<file path="config.mk">
export PLATFORM = sky130hd
export DESIGN_NAME = fermat_reducer
export DESIGN_NICKNAME = d
export VERILOG_FILES = /design/src/rtl/fermat_pkg.sv /design/src/rtl/fermat_split.sv /design/src/rtl/fermat_sub.sv /design/src/rtl/fermat_correct.sv /design/src/rtl/fermat_stage.sv /design/src/rtl/fermat_reducer.sv
export SDC_FILE = /design/constraint.sdc
export NUM_CORES = 1
export LEC_CHECK = 0
export CORE_MARGIN = 2
export CORE_UTILIZATION = 53
export DETAILED_ROUTE_END_ITERATION = 7
export PLACE_DENSITY = 0.86
export SLEW_MARGIN = 40
export SYNTH_ARGS = -nofsm -noshare
export SYNTH_HDL_FRONTEND = slang
export SYNTH_SLANG_ARGS = --single-unit
</file>
<file path="constraint.sdc">
create_clock -name clk -period 9.7 [get_ports clk]
set_clock_uncertainty 0.05 [all_clocks]
set_input_delay 1.94 -clock clk [delete_from_list [all_inputs] [get_ports clk]]
set_output_delay 1.94 -clock clk [all_outputs]
set_load 0.01 [all_outputs]
</file>
<file path="src/rtl/fermat_pkg.sv">
// Package: shared helpers for the Fermat-modulus reducer.
// Assumes: n is small enough that 2^n+1 fits in 64 bits.
package fermat_pkg;

    // Width of a residue for half-width n (must hold the value 2^n).
    function automatic int res_width(input int n);
        return n + 1;
    endfunction

    // Output timing variants selectable by the PIPE parameter.
    typedef enum int {
        TIMING_COMB = 0,
        TIMING_REG  = 1
    } timing_e;

endpackage

</file>
<file path="src/rtl/fermat_split.sv">
// Module: fermat_split
// Splits a 2N-bit operand into its lower and upper N-bit halves.
// Assumes: the operand is unsigned; no state.
module fermat_split #(
    parameter int N = 16
) (
    input  logic [2*N-1:0] operand,
    output logic [N-1:0]   lower,
    output logic [N-1:0]   upper
);
    // Purpose: route the two halves.
    always_comb begin
        lower = operand[N-1:0];
        upper = operand[2*N-1:N];
    end
endmodule

</file>
<file path="src/rtl/fermat_sub.sv">
// Module: fermat_sub
// Forms lower - upper in (N+1)-bit two's complement and flags a negative result.
// Assumes: both inputs are unsigned N-bit values, so the difference fits N+1 bits.
module fermat_sub #(
    parameter int N = 16
) (
    input  logic [N-1:0] lower,
    input  logic [N-1:0] upper,
    output logic [N:0]   diff,
    output logic         neg
);
    // Purpose: subtract with one bit of headroom; the top bit is the sign.
    always_comb begin
        diff = {1'b0, lower} - {1'b0, upper};
        neg  = diff[N];
    end
endmodule

</file>
<file path="src/rtl/fermat_correct.sv">
// Module: fermat_correct
// Adds 2^N+1 once to a negative difference and passes a non-negative one through.
// Assumes: diff lies in -(2^N-1) .. 2^N-1, so one correction is enough.
module fermat_correct #(
    parameter int N = 16
) (
    input  logic [N:0] diff,
    input  logic       neg,
    output logic [N:0] res
);
    localparam logic [N:0] MODV = {1'b1, {(N-1){1'b0}}, 1'b1};

    // Purpose: conditional add of the modulus; the wrap at N+1 bits is intended.
    always_comb begin
        res = neg ? (diff + MODV) : diff;
    end
endmodule

</file>
<file path="src/rtl/fermat_stage.sv">
// Module: fermat_stage
// Output timing: a wire (PIPE=0) or one register stage (PIPE=1).
// Assumes: with PIPE=1 the data register loads only on a valid strobe,
// and only the strobe is reset.
module fermat_stage #(
    parameter int W    = 17,
    parameter int PIPE = 1
) (
    input  logic         clk,
    input  logic         rst_n,
    input  logic         d_valid,
    input  logic [W-1:0] d,
    output logic         q_valid,
    output logic [W-1:0] q
);
    import fermat_pkg::*;

    generate
        if (PIPE == int'(TIMING_REG)) begin : g_reg
            logic         v_r;
            logic [W-1:0] d_r;

            // Purpose: strobe register with synchronous active-low reset.
            always_ff @(posedge clk) begin
                if (!rst_n) v_r <= 1'b0;
                else        v_r <= d_valid;
            end

            // Purpose: data register, loads only on a valid strobe.
            always_ff @(posedge clk) begin
                if (d_valid) d_r <= d;
            end

            assign q_valid = v_r;
            assign q       = d_r;

            // the output strobe follows the input strobe one edge later.
            assert_valid_delay_R6: assert property (@(posedge clk) disable iff (!rst_n)
                d_valid |=> q_valid);
            assert_idle_delay_R6: assert property (@(posedge clk) disable iff (!rst_n)
                !d_valid |=> !q_valid);
            // no strobe, no change of the held residue.
            assert_hold_R7: assert property (@(posedge clk) disable iff (!rst_n)
                !d_valid |=> $stable(q));
            // the strobe is clear right after reset.
            assert_reset_R8: assert property (@(posedge clk)
                !rst_n |=> !q_valid);
        end else begin : g_comb
            assign q_valid = d_valid;
            assign q       = d;
        end
    endgenerate
endmodule

</file>
<file path="src/rtl/fermat_reducer.sv">
// Module: fermat_reducer (top)
// Reduces a 2N-bit operand modulo 2^N+1 by subtracting the upper half from
// the lower half and adding the modulus back once if the result is negative.
// Assumes: N >= 2; PIPE is 0 (combinational) or 1 (one register stage).
module fermat_reducer #(
    parameter int N    = 16,
    parameter int PIPE = 1
) (
    input  logic                               clk,
    input  logic                               rst_n,
    input  logic                               in_valid,
    input  logic [2*N-1:0]                     operand,
    output logic                               out_valid,
    output logic [fermat_pkg::res_width(N)-1:0] residue
);
    localparam int RW = fermat_pkg::res_width(N);

    logic [N-1:0]  lower, upper;
    logic [N:0]    diff;
    logic          neg;
    logic [RW-1:0] corr;

    fermat_split   #(.N(N)) u_split (.operand(operand), .lower(lower), .upper(upper));
    fermat_sub     #(.N(N)) u_sub   (.lower(lower), .upper(upper), .diff(diff), .neg(neg));
    fermat_correct #(.N(N)) u_corr  (.diff(diff), .neg(neg), .res(corr));

    fermat_stage #(.W(RW), .PIPE(PIPE)) u_stage (
        .clk(clk), .rst_n(rst_n),
        .d_valid(in_valid), .d(corr),
        .q_valid(out_valid), .q(residue)
    );

    // Range and congruence reference for the corrected value.
    localparam logic [N+1:0] MOD_W = (N + 2)'(1) << N | (N + 2)'(1);
    logic [N+1:0] back_sum;
    assign back_sum = {2'b00, upper} + {1'b0, corr};

    // the residue never exceeds 2^N.
    assert_range_R2: assert property (@(posedge clk) disable iff (!rst_n)
        in_valid |-> corr <= RW'(MOD_W - 1));
    // residue + upper is congruent to lower (equals lower or lower + modulus).
    assert_congruent_R1: assert property (@(posedge clk) disable iff (!rst_n)
        in_valid |-> (back_sum == {2'b00, lower}) || (back_sum == {2'b00, lower} + MOD_W));
    // with no borrow, the residue is not larger than the lower half.
    assert_no_corr_R3: assert property (@(posedge clk) disable iff (!rst_n)
        (in_valid && (lower >= upper)) |-> corr <= {1'b0, lower});
    // with a borrow, the residue is at least 2.
    assert_corr_R4: assert property (@(posedge clk) disable iff (!rst_n)
        (in_valid && (lower < upper)) |-> corr >= RW'(2));
endmodule

</file>
==> results.sh, run 1 <==
export IMPL_cp_startpoint="operand[0]"
export IMPL_diodes=0
export IMPL_antenna_found_initial=0
export IMPL_layout_commonest_cell="clkdlybuf4s50_1"
export IMPL_rows=22
export IMPL_ios=53
export IMPL_power_density_mw_per_mm2=118
export IMPL_post_cts_buffers=0
export IMPL_multiInputGateArea_sq_mm=0.00131
export IMPL_synth_seq_area_share_pct=26.6
export IMPL_yosysWarnings=0
export IMPL_grt_pass1_wl_um=7040
export IMPL_layout_cells_non_filler=329
export IMPL_fin_nets=335
export IMPL_cts_num_sinks=18
export IMPL_finalSetupViolCount=0
export IMPL_synth_avg_cell_area_sq_um=8.61
export IMPL_cts_clk_slew_worst_paths_ps=60
export IMPL_status="finished, final reports clean"
export IMPL_fin_crit_sh_pct=50.8
export IMPL_setup_worst_path_end="u_stage.q[15]"
export IMPL_finalHoldViolCount=0
export IMPL_syn_cell_area_sq_mm=0.00200
export IMPL_arrival_ps=4870
export IMPL_wl_um=4130
export IMPL_synth_fp_nets=285
export IMPL_post_cts_resized=0
export IMPL_rsz0062_at_grt="no"
export IMPL_cts_tree="done"
export IMPL_dieArea_sq_mm=0.00427
export IMPL_drtIter0Drc=111
export IMPL_syn_inst=232
export IMPL_viasPerCell=5.58
export IMPL_drive_gt1_share_pct=6.76
export IMPL_place_congestion=0.870
export IMPL_ys_flop_type="edfxtp_1"
export IMPL_crit_required_ps=9650
export IMPL_peakVddDrop_mv=0.0450
export IMPL_worstMarginPinSlew_ps=702
export IMPL_dp_hpwl_um=3440
export IMPL_hold_class="input port to register"
export IMPL_fillCellCount=291
export IMPL_min_period_ps=4930
export IMPL_ys_seq_elements=18
export IMPL_firstDrtPassIters=4
export IMPL_grt_pass1_vias=1652
export IMPL_postSynth_asyncResetShare_pct=0
export IMPL_finalSetupTns_ps=0
export IMPL_setup_worst_path_start_class="input port"
export IMPL_vias=1836
export IMPL_ant_nets=0
export IMPL_cts_buffer_depth=2
export IMPL_ctsHtreeMaxLevel=1
export IMPL_overflow=0
export IMPL_crit_type="input port to register"
export IMPL_grt_max_degree=19
export IMPL_synth_edf_count=17
export IMPL_cts_hold_buf=0
export IMPL_cts_made_buffers=3
export IMPL_initial_core_util_pct=55.0
export IMPL_endpoint_kind="register"
export IMPL_cts_root_buffer="clkbuf_8"
export IMPL_area_growth_pct=28.8
export IMPL_crit_fanout=7
export IMPL_maxCapViolations=0
export IMPL_leakage_nw=1.05
export IMPL_numPortBuffers=52
export IMPL_track_usage_pct=20.7
export IMPL_die_y_um=65.4
export IMPL_layout_common_cells="52 x clkdlybuf4s50_1, 29 x inv_1"
export IMPL_avgRoutedWirePerCell_um=12.5
export IMPL_die_width_um=65.4
export IMPL_slew_violations=0
export IMPL_relSlewSlack_pct=53.1
export IMPL_ys_types=54
export IMPL_dp_cells=325
export IMPL_max_freq_mhz=203
export IMPL_drc=0
export IMPL_seqCellArea_sq_um=531
export IMPL_core_area_sq_mm=0.00363
export IMPL_holdWs_ps=2220
[worst max-delay path: stages]
cell and delay [ps]:
clkdlybuf4s50_1 450, inv_1 40, ha_1 220, fa_1 510
nor2b_4 180, o2111ai_2 130, and2_4 220, a311oi_2 320
nand2_1 190, nor4_4 360, nand3b_1 150, xnor2_1 150
[how the worst min path moves through the flow]
stage / cells after the start / slack (ps) / to / startpoint
final: 2 / 2220 / u_stage.q_valid / rst_n
after detailed placement: 2 / 2480 / u_stage.q_valid / rst_n
after global placement: 2 / 2480 / u_stage.q_valid / rst_n
after CTS: 2 / 2210 / u_stage.q_valid / rst_n
after global routing: 2 / 2230 / u_stage.q_valid / rst_n
after floorplan: 0 / 2000 / u_stage.q[0] / in_valid
[routing by layer]
metal	GRT usage, %	part of all wire (%)
met1	26.3	44
met2	35.7	50
met3	1.71	3.9
met4	9.38	2.0
met5	0	0
[cell usage after synthesis (2+ instances only)]
cell type	n	area, sq um
ha_1	17	213
inv_1	29	109
and3_1	4	25.0
and2_1	5	31.3
o211ai_1	2	15.0
buf_2	4	20.0
a21oi_1	17	85.1
o21ai_1	2	10.0
o21a_1	5	37.5
nand4_1	2	12.5
a21o_1	4	30.0
edfxtp_1	17	510
buf_6	2	22.5
xnor2_1	12	105
nor3_1	8	40.0
a31oi_1	6	37.5
a211oi_1	2	15.0
xor2_1	7	61.3
nor2_1	17	63.8
o21ai_0	12	60.1
a311oi_2	2	30.0
nand2_1	13	48.8
nand3_1	10	50.1
o31ai_1	2	15.0
o2111ai_1	2	17.5
[report_power, final]
group          internal, mW  switching (mW)  leakage (nW)  total [mW]
Clock                0.0292          0.0228        0.0228      0.0520
Combinational        0.0731          0.0759         0.848       0.149
Sequential            0.101         0.00241         0.174       0.103
[sequential cells by signal, indices dropped and copies added (netlist names)]
| register | flops |
|---|---|
| u_stage.q_valid | 1 |
| u_stage.q | 17 |
[kinds of logic (layout without fill, tap and decap cells)]
group	after synthesis	after routing	share of synthesized area [%]
AND/OR/NAND/NOR	74	74	21.1
buffers and inverters	36	85	7.96
flip-flops	18	18	26.6
adder cells (fa/ha/maj)	18	18	11.7
AO/OA/AOI/OAI	66	66	23.6
XOR/XNOR	20	20	9.15
[through the flow]
stage          power (mW)  cell area, sq um  setup WS, ps  util (%)
4_1_cts             0.307              2570          4800      70.8
5_1_grt             0.324              2570          4580      70.8
3_5_place_dp        0.254              2530          4530      69.6
3_3_place_gp        0.249              2530          4650      69.6
2_1_floorplan       0.201              2000          5220         -
6_report            0.304              2570          4770      70.8
[layout make-up]
cell class	count	area share, %
Tap cell	48	2.33
Multi-Input combinational cell	178	50.8
Timing Repair Buffer	52	20.2
Sequential cell	18	20.6
Clock buffer	4	1.75
Inverter	29	4.23
No activity file was read; power rests on OpenSTA's default activity.
==> run 2: changes to the inputs <==
Settings changed: CORE_UTILIZATION 53 to 49, PLACE_DENSITY 0.86 to 0.81.
Clock period 9.7 ns to 5.12 ns, I/O delays scaled along.
==> run 2 against run 1 <==
Effect of this change:
- clock-buffer cell count did not move
- sequential cell count unchanged
- cell count is 0.61% higher
- non-clock buffer count did not move
- routed wire length decreased by 3.7%
- sequential power up 90%
- utilization down 5.7 points
- clock power increased by 110%
- combinational power increased by 88%
- sequential share of layout area down 0.10 points
- critical path depth unchanged
- worst hold slack lost 900 ps
- largest cell class unchanged
- largest power group unchanged
==> results.sh, run 2 (synthesis gave the netlist of run 1 again) <==
export IMPL_die_y_um=67.8
export IMPL_initial_core_util_pct=50.3
export IMPL_die_width_um=67.8
export IMPL_max_freq_mhz=246
export IMPL_rows=23
export IMPL_power_density_mw_per_mm2=226
export IMPL_placed_cell_area_sq_mm=0.00253
export IMPL_relSlewSlack_pct=51.8
export IMPL_post_cts_buffers=0
export IMPL_whs_endpoint="u_stage.q_valid"
export IMPL_endpoint_kind="register"
export IMPL_post_cts_resized=0
export IMPL_fin_nets=335
export IMPL_numPortBuffers=52
export IMPL_ctsHtreeMaxLevel=1
export IMPL_slew_violations=0
export IMPL_hold_depth=2
export IMPL_cts_clk_slew_worst_paths_ps=60
export IMPL_antenna_found_initial=0
export IMPL_finalSetupViolCount=0
export IMPL_multiInputGateArea_sq_mm=0.00131
export IMPL_avgRoutedWirePerCell_um=12.0
export IMPL_holdCritStartpoint="rst_n"
export IMPL_seqCellArea_sq_um=531
export IMPL_drive_gt1_share_pct=7.12
export IMPL_min_period_ps=4070
export IMPL_fin_crit_sh_pct=79.5
export IMPL_track_usage_pct=18.2
export IMPL_dieArea_sq_mm=0.00460
export IMPL_cts_buffer_depth=2
export IMPL_place_congestion=0.855
export IMPL_core_area_sq_mm=0.00397
export IMPL_grt_max_degree=19
export IMPL_finalSetupTns_ps=0
export IMPL_cts_num_sinks=18
export IMPL_maxCapViolations=0
export IMPL_cts_tree="done"
export IMPL_worstMarginPinSlew_ps=721
export IMPL_arrival_ps=4020
export IMPL_grt_pass1_vias=1547
export IMPL_grt_pass1_wl_um=6500
export IMPL_viasPerCell=5.43
export IMPL_crit_fanout=7
export IMPL_crit_required_ps=5070
export IMPL_drc=0
export IMPL_rsz0062_at_grt="no"
export IMPL_ant_nets=0
export IMPL_setup_worst_path_start_class="input port"
export IMPL_firstDrtPassIters=4
export IMPL_dp_hpwl_um=3280
export IMPL_diodes=0
export IMPL_cts_made_buffers=3
export IMPL_largest_reg_flops=17
export IMPL_overflow=0
export IMPL_crit_type="input port to register"
export IMPL_cts_root_buffer="clkbuf_8"
export IMPL_drtIter0Drc=89
export IMPL_cts_hold_buf=0
export IMPL_hold_class="input port to register"
export IMPL_vias=1798
export IMPL_fillCellCount=349
export IMPL_status="finished, final reports clean"
export IMPL_layout_commonest_cell="clkdlybuf4s50_1"
export IMPL_stdcell_area_sq_mm=0.00258
export IMPL_ios=53
export IMPL_finalHoldViolCount=0
export IMPL_layout_common_cells="52 x clkdlybuf4s50_1, 29 x inv_1"
export IMPL_wl_um=3980
export IMPL_area_growth_pct=29.4
export IMPL_peakVddDrop_mv=0.0821
export IMPL_leakage_nw=1.05
## run 2: cell counts in the layout (fill, tap and decap cells not counted)
No cell type changed its count.
## run 2: final cells by class
cell class | instances | area share [%]
well taps | 50 | 2.42
flip-flops and latches | 18 | 20.5
multi-input cells | 178 | 50.6
repair buffers | 52 | 20.1
inverters | 29 | 4.21
clock buffers | 4 | 2.13
## run 2: worst max path at each step
stage | from | slack [ps] | cells after the start | endpoint
after global routing | operand[0] | 870 | 12 | u_stage.q[13]
after CTS | operand[0] | 1070 | 12 | u_stage.q[13]
after detailed placement | operand[0] | 850 | 12 | u_stage.q[13]
after floorplan | operand[0] | 1560 | 11 | u_stage.q[13]
after global placement | operand[0] | 970 | 12 | u_stage.q[14]
final | operand[0] | 1050 | 12 | u_stage.q[13]
## run 2: metrics by stage
stage / worst slack, ps / total power, mW / hold slack (ps) / utilization (%) / std cells
floorplan: 1560 / 0.382 / 1090 / - / 232
global placement: 974 / 0.473 / 1570 / 63.7 / 327
detailed placement: 845 / 0.478 / 1580 / 63.7 / 327
CTS: 1070 / 0.587 / 1320 / 65.1 / 331
global route: 867 / 0.625 / 1340 / 65.1 / 331
finish: 1050 / 0.585 / 1320 / 65.1 / 331
## run 2: routing by layer
layer | vias to the layer above | global-route usage, % | wire length [um]
li1 | 943 | - | -
met3 | 4 | 0.987 | 166
met2 | 43 | 31.4 | 1890
met5 | - | 0 | 0
met4 | 0 | 6.75 | 51
met1 | 808 | 24.0 | 1860
## run 2: critical path, stage by stage
cell	delay [ps]
clkdlybuf4s50_1	460
inv_1	50
ha_1	220
fa_1	510
nor2b_4	170
o2111ai_2	140
and2_4	230
o2111ai_1	250
o311ai_2	230
nor4_4	400
nand3_1	150
xor2_1	180
## run 2: where the power goes
part / switching (mW) / internal [mW]
logic: 0.142 / 0.138
clock network: 0.0411 / 0.0682
registers: 0.00461 / 0.191
==> run 3: changes to the inputs <==
Settings changed: CORE_UTILIZATION 49 to 45, PLACE_DENSITY 0.81 to 0.78.
Clock period 5.12 ns to 3.5 ns, I/O delays scaled along.
==> run 3 against run 2 <==
Effect of this change:
- clock power rose by 28%
- largest cell class unchanged
- utilization rose by 1.1 points
- setup slack got worse by 940 ps
- largest power group unchanged
- critical endpoint is now u_stage.q[14]
- highest routed layer unchanged
==> results.sh, run 3 (synthesis gave the netlist of run 1 again) <==
export IMPL_status="finished, final reports clean"
export IMPL_finalSetupTns_ps=0
export IMPL_dieArea_sq_mm=0.00499
export IMPL_crit_fanout=4
export IMPL_vias=1958
export IMPL_die_width_um=70.6
export IMPL_power_density_mw_per_mm2=317
export IMPL_wl_met2_um=2230
export IMPL_min_period_ps=3390
export IMPL_setup_worst_path_start_class="input port"
export IMPL_holdWs_ps=996
export IMPL_die_y_um=70.6
export IMPL_stdcell_area_sq_mm=0.00286
export IMPL_layout_cells_non_filler=366
export IMPL_finalHoldViolCount=0
export IMPL_wl_met1_um=1890
export IMPL_antenna_found_initial=0
export IMPL_relSlewSlack_pct=50.7
export IMPL_fin_crit_sh_pct=96.9
export IMPL_worstMarginPinSlew_ps=737
export IMPL_grt_pass1_vias=1816
export IMPL_pre_cts_slack_ps=-238
export IMPL_slew_violations=0
export IMPL_leakage_nw=1.21
export IMPL_diodes=0
export IMPL_area_growth_pct=43.4
export IMPL_cts_num_sinks=18
export IMPL_top_layer="met4"
export IMPL_ios=53
export IMPL_crit_required_ps=3450
export IMPL_rsz0062_at_grt="no"
export IMPL_max_freq_mhz=295
export IMPL_holdCritStartpoint="rst_n"
export IMPL_viasPerCell=5.35
export IMPL_cts_tree="done"
export IMPL_cts_hold_buf=0
export IMPL_ant_nets=0
export IMPL_hold_class="input port to register"
export IMPL_ctsHtreeMaxLevel=1
export IMPL_layout_commonest_cell="clkdlybuf4s50_1"
export IMPL_firstDrtPassIters=4
export IMPL_grt_pass1_wl_um=7640
export IMPL_finalSetupViolCount=0
export IMPL_post_cts_resized=0
export IMPL_cts_made_buffers=3
export IMPL_peakVddDrop_mv=0.127
export IMPL_overflow=0
export IMPL_post_cts_buffers=0
export IMPL_fin_ws_ps=110
export IMPL_endpoint_kind="register"
export IMPL_avgRoutedWirePerCell_um=11.9
export IMPL_initial_core_util_pct=46.2
export IMPL_fin_total_pwr_uw=906
export IMPL_cts_clk_slew_worst_paths_ps=60
export IMPL_wl_um=4350
export IMPL_drc=0
export IMPL_cts_buffer_depth=2
export IMPL_crit_type="input port to register"
export IMPL_track_usage_pct=18.1
export IMPL_core_area_sq_mm=0.00432
export IMPL_place_congestion=0.851
export IMPL_dp_cells=362
export IMPL_maxCapViolations=0
export IMPL_wl_met3_um=201
export IMPL_fillCellCount=383
export IMPL_dp_hpwl_um=3690
export IMPL_fin_nets=368
export IMPL_layout_common_cells="52 x clkdlybuf4s50_1, 33 x buf_4, 29 x inv_1"
export IMPL_rows=24
export IMPL_placed_cell_area_sq_mm=0.00278
export IMPL_arrival_ps=3340
export IMPL_grt_max_degree=19
export IMPL_cp_startpoint="operand[0]"
export IMPL_cts_root_buffer="clkbuf_8"
export IMPL_final_core_util_pct=66.2
export IMPL_drive_gt1_share_pct=18.2
export IMPL_largest_reg_flops=17
export IMPL_numPortBuffers=52
export IMPL_drtIter0Drc=85
## run 3: routing by layer
| layer | GRT usage (%) | up-vias |
|---|---|---|
| li1 | - | 1011 |
| met1 | 23.8 | 886 |
| met2 | 32.1 | 57 |
| met3 | 1.57 | 4 |
| met4 | 5.24 | 0 |
| met5 | 0 | - |
## run 3: worst paths after layout
path	endpoint	cells past startpoint
max	u_stage.q[14]	12
min	u_stage.q_valid	2
## run 3: worst max-delay path: stages
cell,delay (ps)
clkdlybuf4s50_1,450
inv_1,40
ha_1,220
fa_2,380
nor2b_4,140
o2111ai_2,120
and2_4,210
a311oi_2,320
nand2_2,140
nor4_2,310
nand2_1,140
xor2_1,160
## run 3: report_power, final
group	switching [mW]	internal, mW
logic	0.226	0.253
registers	0.00766	0.280
clock network	0.0613	0.0777
total	0.295	0.611
## run 3: final cells by class
class,count,area (sq um),share of cell area (%)
Clock buffer,3,41.3,1.44
Clock inverter,1,3.75,0.131
Inverter,29,109,3.80
Timing Repair Buffer,85,768,26.8
Tap cell,52,65.1,2.27
Sequential cell,18,531,18.5
Multi-Input combinational cell,178,1350,47.0
